**src/rtl/tc_pkg.sv**
```systemverilog
package tc_pkg;
    typedef enum logic [1:0] {
        TM_13     = 2'd0,
        TM_16     = 2'd1,
        TM_RELOAD = 2'd2,
        TM_SPLIT  = 2'd3
    } tmode_e;

    localparam int ADDR_W  = 3;
    localparam logic [ADDR_W-1:0] A_CTRL = 3'd0;
    localparam logic [ADDR_W-1:0] A_MODE = 3'd1;
    localparam logic [ADDR_W-1:0] A_T0LO = 3'd2;
    localparam logic [ADDR_W-1:0] A_T0HI = 3'd3;
    localparam logic [ADDR_W-1:0] A_T1LO = 3'd4;
    localparam logic [ADDR_W-1:0] A_T1HI = 3'd5;
endpackage

```
**src/rtl/tc_prescale.sv**
```systemverilog
module tc_prescale #(
    parameter int DIV = 12
) (
    input  logic clk,
    input  logic rst_n,
    output logic tick
);
    localparam int CW = $clog2(DIV);
    localparam logic [CW-1:0] LAST = CW'(DIV - 1);

    logic [CW-1:0] phase_q;

    always_ff @(posedge clk) begin
        if (!rst_n)             phase_q <= '0;
        else if (phase_q == LAST) phase_q <= '0;
        else                    phase_q <= phase_q + 1'b1;
    end

    assign tick = (phase_q == LAST);

    // phase never leaves its range, and ticks are never back to back
    p_phase_range_r3: assert property (@(posedge clk) disable iff (!rst_n)
        phase_q <= LAST);
    p_tick_isolated_r3: assert property (@(posedge clk) disable iff (!rst_n)
        tick |=> !tick);
endmodule

```
**src/rtl/tc_edge.sv**
```systemverilog
module tc_edge (
    input  logic clk,
    input  logic rst_n,
    input  logic pin,
    output logic fall
);
    logic now_q, old_q;

    always_ff @(posedge clk) begin
        if (!rst_n) begin
            now_q <= 1'b0;
            old_q <= 1'b0;
        end else begin
            now_q <= pin;
            old_q <= now_q;
        end
    end

    assign fall = old_q & ~now_q;

    // one edge can never be reported on two consecutive cycles
    p_single_edge_r5: assert property (@(posedge clk) disable iff (!rst_n)
        fall |=> !fall);
endmodule

```
**src/rtl/tc_unit.sv**
```systemverilog
module tc_unit
    import tc_pkg::*;
#(
    parameter int W  = 8,
    parameter int PW = 5
) (
    input  logic         clk,
    input  logic         rst_n,
    input  tmode_e       mode,
    input  logic         inc,
    input  logic         inc_hi,
    input  logic         wr_lo,
    input  logic         wr_hi,
    input  logic [W-1:0] wdata,
    output logic [W-1:0] lo,
    output logic [W-1:0] hi,
    output logic         ov_main,
    output logic         ov_split
);
    logic [W-1:0] lo_n, hi_n;
    logic [PW:0]  pre_sum;

    always_comb begin
        lo_n     = lo;
        hi_n     = hi;
        ov_main  = 1'b0;
        ov_split = 1'b0;
        pre_sum  = {1'b0, lo[PW-1:0]} + (PW+1)'(1);
        unique case (mode)
            TM_13: begin
                if (inc) begin
                    lo_n[PW-1:0] = pre_sum[PW-1:0];
                    if (pre_sum[PW]) {ov_main, hi_n} = {1'b0, hi} + (W+1)'(1);
                end
            end
            TM_16: begin
                if (inc) {ov_main, hi_n, lo_n} = {1'b0, hi, lo} + (2*W+1)'(1);
            end
            TM_RELOAD: begin
                if (inc) begin
                    if (&lo) begin
                        lo_n    = hi;
                        ov_main = 1'b1;
                    end else begin
                        lo_n = lo + 1'b1;
                    end
                end
            end
            TM_SPLIT: begin
                if (inc)    {ov_main, lo_n}  = {1'b0, lo} + (W+1)'(1);
                if (inc_hi) {ov_split, hi_n} = {1'b0, hi} + (W+1)'(1);
            end
        endcase
        if (wr_lo) lo_n = wdata;
        if (wr_hi) hi_n = wdata;
    end

    always_ff @(posedge clk) begin
        if (!rst_n) begin
            lo <= '0;
            hi <= '0;
        end else begin
            lo <= lo_n;
            hi <= hi_n;
        end
    end

    // a wrap in reload layout loads the high byte into the low byte
    p_reload_value_r8: assert property (@(posedge clk) disable iff (!rst_n)
        (mode == TM_RELOAD && inc && (&lo) && !wr_lo && !wr_hi)
        |=> (lo == $past(hi)) && $stable(hi));
    // with no count request and no write the value holds
    p_idle_hold_r4: assert property (@(posedge clk) disable iff (!rst_n)
        (!inc && !inc_hi && !wr_lo && !wr_hi) |=> $stable(lo) && $stable(hi));
    // 13-bit layout never disturbs the upper low-byte bits
    p_upper_kept_r7: assert property (@(posedge clk) disable iff (!rst_n)
        (mode == TM_13 && !wr_lo) |=> $stable(lo[W-1:PW]));
endmodule

```
**src/rtl/tc_pair.sv**
```systemverilog
module tc_pair
    import tc_pkg::*;
#(
    parameter int W   = 8,
    parameter int DIV = 12,
    parameter int PW  = 5
) (
    input  logic              clk,
    input  logic              rst_n,
    input  logic [ADDR_W-1:0] bus_addr,
    input  logic              bus_wr,
    input  logic [W-1:0]      bus_wdata,
    output logic [W-1:0]      bus_rdata,
    input  logic [1:0]        count_pin,
    input  logic [1:0]        gate_pin,
    output logic [1:0]        ovf_flag
);
    localparam int NU = 2;

    logic [NU-1:0] run_q, ovf_q, fall, enable, source;
    logic [W-1:0]  mode_q;
    logic          tick;
    tmode_e        umode [NU];
    logic [NU-1:0] ctsel, gtsel;
    logic [W-1:0]  lo [NU];
    logic [W-1:0]  hi [NU];
    logic [NU-1:0] ov_m, ov_s, inc, inc_hi, wr_lo, wr_hi;
    logic [NU-1:0] set_flag;
    logic          wr_ctrl, wr_mode;

    tc_prescale #(.DIV(DIV)) u_pre (.clk(clk), .rst_n(rst_n), .tick(tick));

    assign wr_ctrl = bus_wr && (bus_addr == A_CTRL);
    assign wr_mode = bus_wr && (bus_addr == A_MODE);

    for (genvar i = 0; i < NU; i++) begin : g_unit
        tc_edge u_edge (.clk(clk), .rst_n(rst_n), .pin(count_pin[i]), .fall(fall[i]));

        assign umode[i]  = tmode_e'(mode_q[4*i +: 2]);
        assign ctsel[i]  = mode_q[4*i + 2];
        assign gtsel[i]  = mode_q[4*i + 3];
        assign enable[i] = run_q[i] & (~gtsel[i] | gate_pin[i]);
        assign source[i] = ctsel[i] ? fall[i] : tick;
        assign wr_lo[i]  = bus_wr && (bus_addr == (i == 0 ? A_T0LO : A_T1LO));
        assign wr_hi[i]  = bus_wr && (bus_addr == (i == 0 ? A_T0HI : A_T1HI));

        tc_unit #(.W(W), .PW(PW)) u_cnt (
            .clk(clk), .rst_n(rst_n), .mode(umode[i]),
            .inc(inc[i]), .inc_hi(inc_hi[i]),
            .wr_lo(wr_lo[i]), .wr_hi(wr_hi[i]), .wdata(bus_wdata),
            .lo(lo[i]), .hi(hi[i]), .ov_main(ov_m[i]), .ov_split(ov_s[i])
        );
    end

    // unit 0 always follows its own controls; its high byte borrows run 1 when split
    assign inc[0]    = enable[0] & source[0];
    assign inc_hi[0] = (umode[0] == TM_SPLIT) & run_q[1] & tick;
    // unit 1 freezes in split layout
    assign inc[1]    = (umode[1] != TM_SPLIT) & enable[1] & source[1];
    assign inc_hi[1] = 1'b0;

    assign set_flag[0] = ov_m[0];
    assign set_flag[1] = ((umode[0] == TM_SPLIT) ? ov_s[0] : ov_m[1]) | ov_s[1];

    always_ff @(posedge clk) begin
        if (!rst_n) begin
            run_q  <= '0;
            ovf_q  <= '0;
            mode_q <= '0;
        end else begin
            if (wr_ctrl) begin
                run_q <= bus_wdata[1:0];
                ovf_q <= bus_wdata[5:4] | set_flag;
            end else begin
                ovf_q <= ovf_q | set_flag;
            end
            if (wr_mode) mode_q <= bus_wdata;
        end
    end

    always_comb begin
        case (bus_addr)
            A_CTRL:  bus_rdata = {2'b00, ovf_q, 2'b00, run_q};
            A_MODE:  bus_rdata = mode_q;
            A_T0LO:  bus_rdata = lo[0];
            A_T0HI:  bus_rdata = hi[0];
            A_T1LO:  bus_rdata = lo[1];
            A_T1HI:  bus_rdata = hi[1];
            default: bus_rdata = '0;
        endcase
    end

    assign ovf_flag = ovf_q;

    // a set flag survives every cycle without a control write
    p_flag_sticky_r10: assert property (@(posedge clk) disable iff (!rst_n)
        (!wr_ctrl) |=> ((ovf_q & $past(ovf_q)) == $past(ovf_q)));
    // unit 1 in split layout never moves unless written
    p_split_frozen_r9: assert property (@(posedge clk) disable iff (!rst_n)
        (umode[1] == TM_SPLIT && !wr_lo[1] && !wr_hi[1])
        |=> $stable(lo[1]) && $stable(hi[1]));
    // a closed run bit means unit 0 never raises its flag
    p_stopped_no_flag_r4: assert property (@(posedge clk) disable iff (!rst_n)
        (!run_q[0] && !wr_ctrl && !ovf_q[0]) |=> !ovf_q[0]);
endmodule

```
**config.mk**
```make
export PLATFORM = sky130hd
export DESIGN_NAME = tc_pair
export DESIGN_NICKNAME = d
export VERILOG_FILES = /design/src/rtl/tc_pkg.sv /design/src/rtl/tc_prescale.sv /design/src/rtl/tc_edge.sv /design/src/rtl/tc_unit.sv /design/src/rtl/tc_pair.sv
export SDC_FILE = /design/constraint.sdc
export NUM_CORES = 1
export LEC_CHECK = 0
export ABC_AREA = 1
export ABC_CLOCK_PERIOD_IN_PS = 7300
export CORE_MARGIN = 10
export CORE_UTILIZATION = 60
export DETAILED_ROUTE_END_ITERATION = 8
export PLACE_DENSITY = 0.81
export SKIP_CTS_REPAIR_TIMING = 1
export SLEW_MARGIN = 20
export SYNTH_ARGS = -nofsm -noshare
export SYNTH_HDL_FRONTEND = slang
export SYNTH_HIERARCHICAL = 1
export SYNTH_SLANG_ARGS = --single-unit
```
**constraint.sdc**
```tcl
create_clock -name clk -period 7.3 [get_ports clk]
set_clock_uncertainty 0.2 [all_clocks]
set_input_delay 2.19 -clock clk [delete_from_list [all_inputs] [get_ports clk]]
set_output_delay 2.19 -clock clk [all_outputs]
set_load 0.005 [all_outputs]
```
Yosys cells after proc, flatten, opt, wreduce, memory -nomap -nowiden:

Cells that the tools add are included.

* flip-flop bits (word level): 52
* bits of input ports: 18
* output and inout port bits: 10

* add/sub/neg operators: 11
* eq/ne operators: 28
* multiplexer cells: 47
* bitwise operators: 18
* reductions and logical operators: 22

Operator list (number)
* $mux W8: 19
* $pmux W8 S6: 1
* $ne A3 B1 Y1 const B: 15
* $pmux W5 S4: 2
* $add A8 B1 Y9 const B: 4
* $add A16 B1 Y17 const B: 2
* $pmux W8 S3: 1
* $reduce_and A4 Y1: 5
* $pmux W3 S3: 2
* $add A8 B1 Y8 const B: 2
* $mux W1: 16
* $pmux W8 S2: 1
* $reduce_and A8 Y1: 2
* $add A5 B1 Y6 const B: 2
* $reduce_bool A4 Y1: 3
* $mux W5: 2
* $and A1 B1 Y1: 9
* $eq A2 B2 Y1 const B: 4
* $pmux W1 S4: 2
* $eq A3 B2 Y1 const B: 2
* $eq A3 B3 Y1 const B: 2
* $logic_and A1 B1 Y1: 6
* $not A1 Y1: 5
* $reduce_and A5 Y1: 1
* other kinds (12): 16

Depth between registers and ports, before layout:

* word-level depth: 10
* gate-level depth with buffers: 15
* mapped depth without buffers: 15

Cells and area by module:

The synthesis kept the hierarchy.

By module, submodules not included
* tc_unit (g_unit[0].u_cnt): times used 1, cells an instance 258, area an instance 1547.7 um^2
* tc_unit (g_unit[1].u_cnt): times used 1, cells an instance 245, area an instance 1473.9 um^2
* tc_pair: times used 1, cells an instance 193, area an instance 1087.3 um^2
* tc_prescale: times used 1, cells an instance 20, area an instance 165.2 um^2
* tc_edge: times used 2, cells an instance 8, area an instance 62.6 um^2

Worst setup path before layout:

Ideal clock, no wire load.

* kind: input to output
* from: input port bus_addr[0]
* to: output port bus_rdata[4]
* arrival time: 2941 ps
* required time: 4910 ps
* setup slack: 1969 ps
* cell stages on the path: 7
* cell sequence: buf_6 > nor2_1 > buf_4 > nand3_1 > o21ai_0 > inv_1 > nand2_1

* word-level cells in the longest chain between the ends: 2
* elaborated cells on any way between the ends: 7
* those cells by class: eq/ne: 5; mux: 1; reduce/logical: 1

Ends and longest elaborated chain
* start, declared: RTL line tc_pair.sv:10 `input logic [ADDR_W-1:0] bus_addr,`
* $eq A3 B3 Y1 (tied with other cells): RTL line tc_pair.sv:82 `case (bus_addr)`
* $pmux W8 S6 *: RTL line tc_pair.sv:82
* end, declared: RTL line tc_pair.sv:13 `output logic [W-1:0] bus_rdata,`

Mark *: on every way between the ends. The rest lies on a longest branch, timed or not.

Worst setup path after layout:

* from: input port bus_addr[0]
* to: output port bus_rdata[0]

Same word-level chain as after synthesis.

==> run metrics <==
status complete, no violations; Worst-Margin Slew 817 ps; CTS tree yes; Netlist cell types 43; crit-path max FO 10; Hold Path Depth 2; critical hold path startpoint g_unit[0].u_edge/now_q; power per cell area 131 nW/µm²; clock share of power 29.5%; Cells after Synth 732; vias in the first global route 4,523; placed wire-length estimate 10,400 µm; Startpoint Class input port; initial antenna violation count 1; Post-synth ARST share 0%; vias per std cell 5.56; commonest non-fill, non-tap cell in the layout nand2_1; cells along the critical path clkdlybuf4s50_1, inv_4, nor3_1, nand2_1, nand2_1, nor2_1, nand2_1, clkdlybuf4s50_1; FMAX 152 MHz; TritonCTS Buffers 5; 1st-iter DRT viols 370; average routed wire per standard cell 15.7 µm; Die Ht 106 µm; slowest stage delay, CP 750 ps; Die Span X 106 µm; Slew HR 45.2%; CP Data Arrival Time 4210 ps; Mapped Area 4400 µm²; Sw Share 33.0%; P&R area growth vs syn 10.2%; die area 11,200 µm²; GRT Overall Usage 24.3%; area of the core 7180 µm²; Synth warnings 6; routed vias 4,773; Final Slew Violations 0; Setup WS post-layout 704 ps; clk buf depth 2; Setup crit end kind output pin; number of remaining DRC errors 0; ANT cells 0; Slowest-stage cell, CP clkdlybuf4s50_1; Reg power frac 50.1%; 1st-pass router iterations 6; # nets final 789; Seq cells post-synth 52; Layout Cells excl Fill 858; H-tree Lvls 2; setup violators final 0; min cycle time layout 6600 ps; Peak supply drop 0.0949 mV; Root Driver clkbuf_8; Hold Crit Class register to register; register area share after synthesis 23.7%; share of cells above drive strength 1 9.09%; fillcell total 687; Clock Latency Late Sink 320 ps; Synth Area per Inst 6.01 µm²; first-pass GRT wire length 22,200 µm; Post-DRT Antenna Nets 0; Cells after DPL 850; IO Count 28; most frequent CP cell nand2_1; EDFF count, synth 0; reg-to-reg endpoint ovf_flag[1]; final hold vios 0; IO buf count 27; Clock Sinks 52; critical path type input port to output pin; combinational cell fraction of total power 20.4%; Post-Route WL 13,500 µm; Worst Reg-to-Reg Cells 15; critical path data required time 4910 ps; DR top layer met4; sw power 209 µW; ys flop type dfxtp_1; worst flop-to-flop path startpoint u_pre/phase_q[0]; Pint 425 µW; hold endpoint g_unit[0].u_edge/old_q; dpl ws 721 ps; Starting Density 61.3%; commonest cells after routing, fill and taps aside 196 x nand2_1, 102 x inv_1, 86 x nand3_1, 80 x nor2_1, 52 x dfxtp_1; largest net degree at the start of global routing 31; Met1 Wirelength 5310 µm; setup slack, reg-to-reg 4330 ps; DR WL met3 1200 µm; Placement Rows 31; met2 wire len 6450 µm; gpl congestion 0.995; Max Cap Viol 0; grt total ovfl 0; Tcrit/Tclk final 90.4%; cell leakage power 2.14 nW; Setup TNS 0 ps; RSZ-0062 raised after global routing no; Worst-path clk slew 110 ps
[stage by stage]
stage	power [mW]	area, µm²	hold WS, ps	utilization [%]
4_1_cts	0.639	4850	240	67.5
3_3_place_gp	0.448	4750	213	66.1
3_5_place_dp	0.451	4750	224	66.1
2_1_floorplan	0.404	4400	207	-
6_report	0.634	4850	238	67.5
5_1_grt	0.668	4850	265	67.5
[worst max-delay path by stage]
stage                           start            to  slack (ps)  cells past startpoint
after global placement    bus_addr[0]  bus_rdata[0]         760                      8
after detailed placement  bus_addr[0]  bus_rdata[0]         720                      8
after floorplan           bus_addr[0]  bus_rdata[4]        1970                      7
after CTS                 bus_addr[0]  bus_rdata[6]         700                      6
after global routing      bus_addr[0]  bus_rdata[0]         580                      8
final                     bus_addr[0]  bus_rdata[0]         700                      8
[sequential cells by signal (all words and copies together), names as in the netlist]
name / cells
run_q: 2
mode_q: 8
g_unit.u_cnt/lo: 16
g_unit.u_cnt/hi: 16
g_unit.u_edge/old_q: 2
g_unit.u_edge/now_q: 2
u_pre/phase_q: 4
ovf_flag: 2
[critical path: cells and delay by family]
family	cells	cell delay, ps
buf+inv	3	1350
simple gates	5	660
[per-layer routing]
metal	global-route usage (%)	vias up
li1	-	2394
met5	0	-
met2	40.7	216
met3	4.08	51
met1	29.5	2112
met4	12.1	0
[power by group through the flow]
stage	Combinational [mW]	Clock, mW	Sequential (mW)
after floorplan	0.0889	0	0.315
after global placement	0.124	0	0.323
after detailed placement	0.128	0	0.323
after CTS	0.128	0.194	0.317
after global routing	0.145	0.204	0.319
final	0.129	0.187	0.317
[synthesized netlist by cell type, types with 2 or more instances]
| cell type | instances | share of area [%] |
|---|---|---|
| nand2_1 | 196 | 17 |
| inv_1 | 102 | 8.7 |
| nand3_1 | 86 | 9.8 |
| nor2_1 | 80 | 6.8 |
| dfxtp_1 | 52 | 24 |
| a21oi_1 | 50 | 5.7 |
| o21ai_0 | 25 | 2.8 |
| nand4_1 | 19 | 2.7 |
| ha_1 | 13 | 3.7 |
| nor3_1 | 10 | 1.1 |
| nand2_2 | 8 | 1.1 |
| nand2_4 | 8 | 2.0 |
| nor2_4 | 8 | 2.0 |
| inv_2 | 6 | 0.51 |
| o21ai_1 | 6 | 0.68 |
| buf_2 | 5 | 0.57 |
| o21ai_2 | 4 | 0.80 |
| or2_2 | 4 | 0.57 |
| xnor2_1 | 4 | 0.80 |
| xor2_1 | 4 | 0.80 |
| buf_6 | 3 | 0.77 |
| clkinv_1 | 3 | 0.26 |
| nand3_2 | 3 | 0.68 |
| a211oi_1 | 2 | 0.34 |
| a21oi_2 | 2 | 0.40 |
| buf_1 | 2 | 0.17 |
| buf_4 | 2 | 0.34 |
| clkbuf_1 | 2 | 0.17 |
| clkinv_2 | 2 | 0.23 |
| nand3_4 | 2 | 0.80 |
| nand3b_1 | 2 | 0.34 |
| nor2_8 | 2 | 0.91 |
| nor3_2 | 2 | 0.46 |
| nor4_1 | 2 | 0.28 |
| o21a_4 | 2 | 0.68 |
| or2_0 | 2 | 0.28 |
[area by class of cell]
| class | count | area (µm²) | share of cell area [%] |
|---|---|---|---|
| sequential | 52 | 1040 | 21.5 |
| multi-input combinational | 553 | 2840 | 58.6 |
| inverter | 114 | 433 | 8.93 |
| tap | 99 | 124 | 2.56 |
| timing repair buffer | 32 | 308 | 6.35 |
| clock buffer | 6 | 82.6 | 1.70 |
| clock inverter | 2 | 17.5 | 0.361 |
[logic make-up (layout without fill, tap and decap cells)]
kind of cell    after synthesis  count (layout)  synth area share [%]
flops                        52              52                  23.7
xor+xnor                      8               8                  1.59
buf+inv                     128             154                  11.9
other cells                   1               2                0.0852
simple gates                435             435                  46.9
fa+ha+maj                    13              13                  3.70
compound gates               95              95                  12.2
No activity file was read; power rests on OpenSTA's default activity.
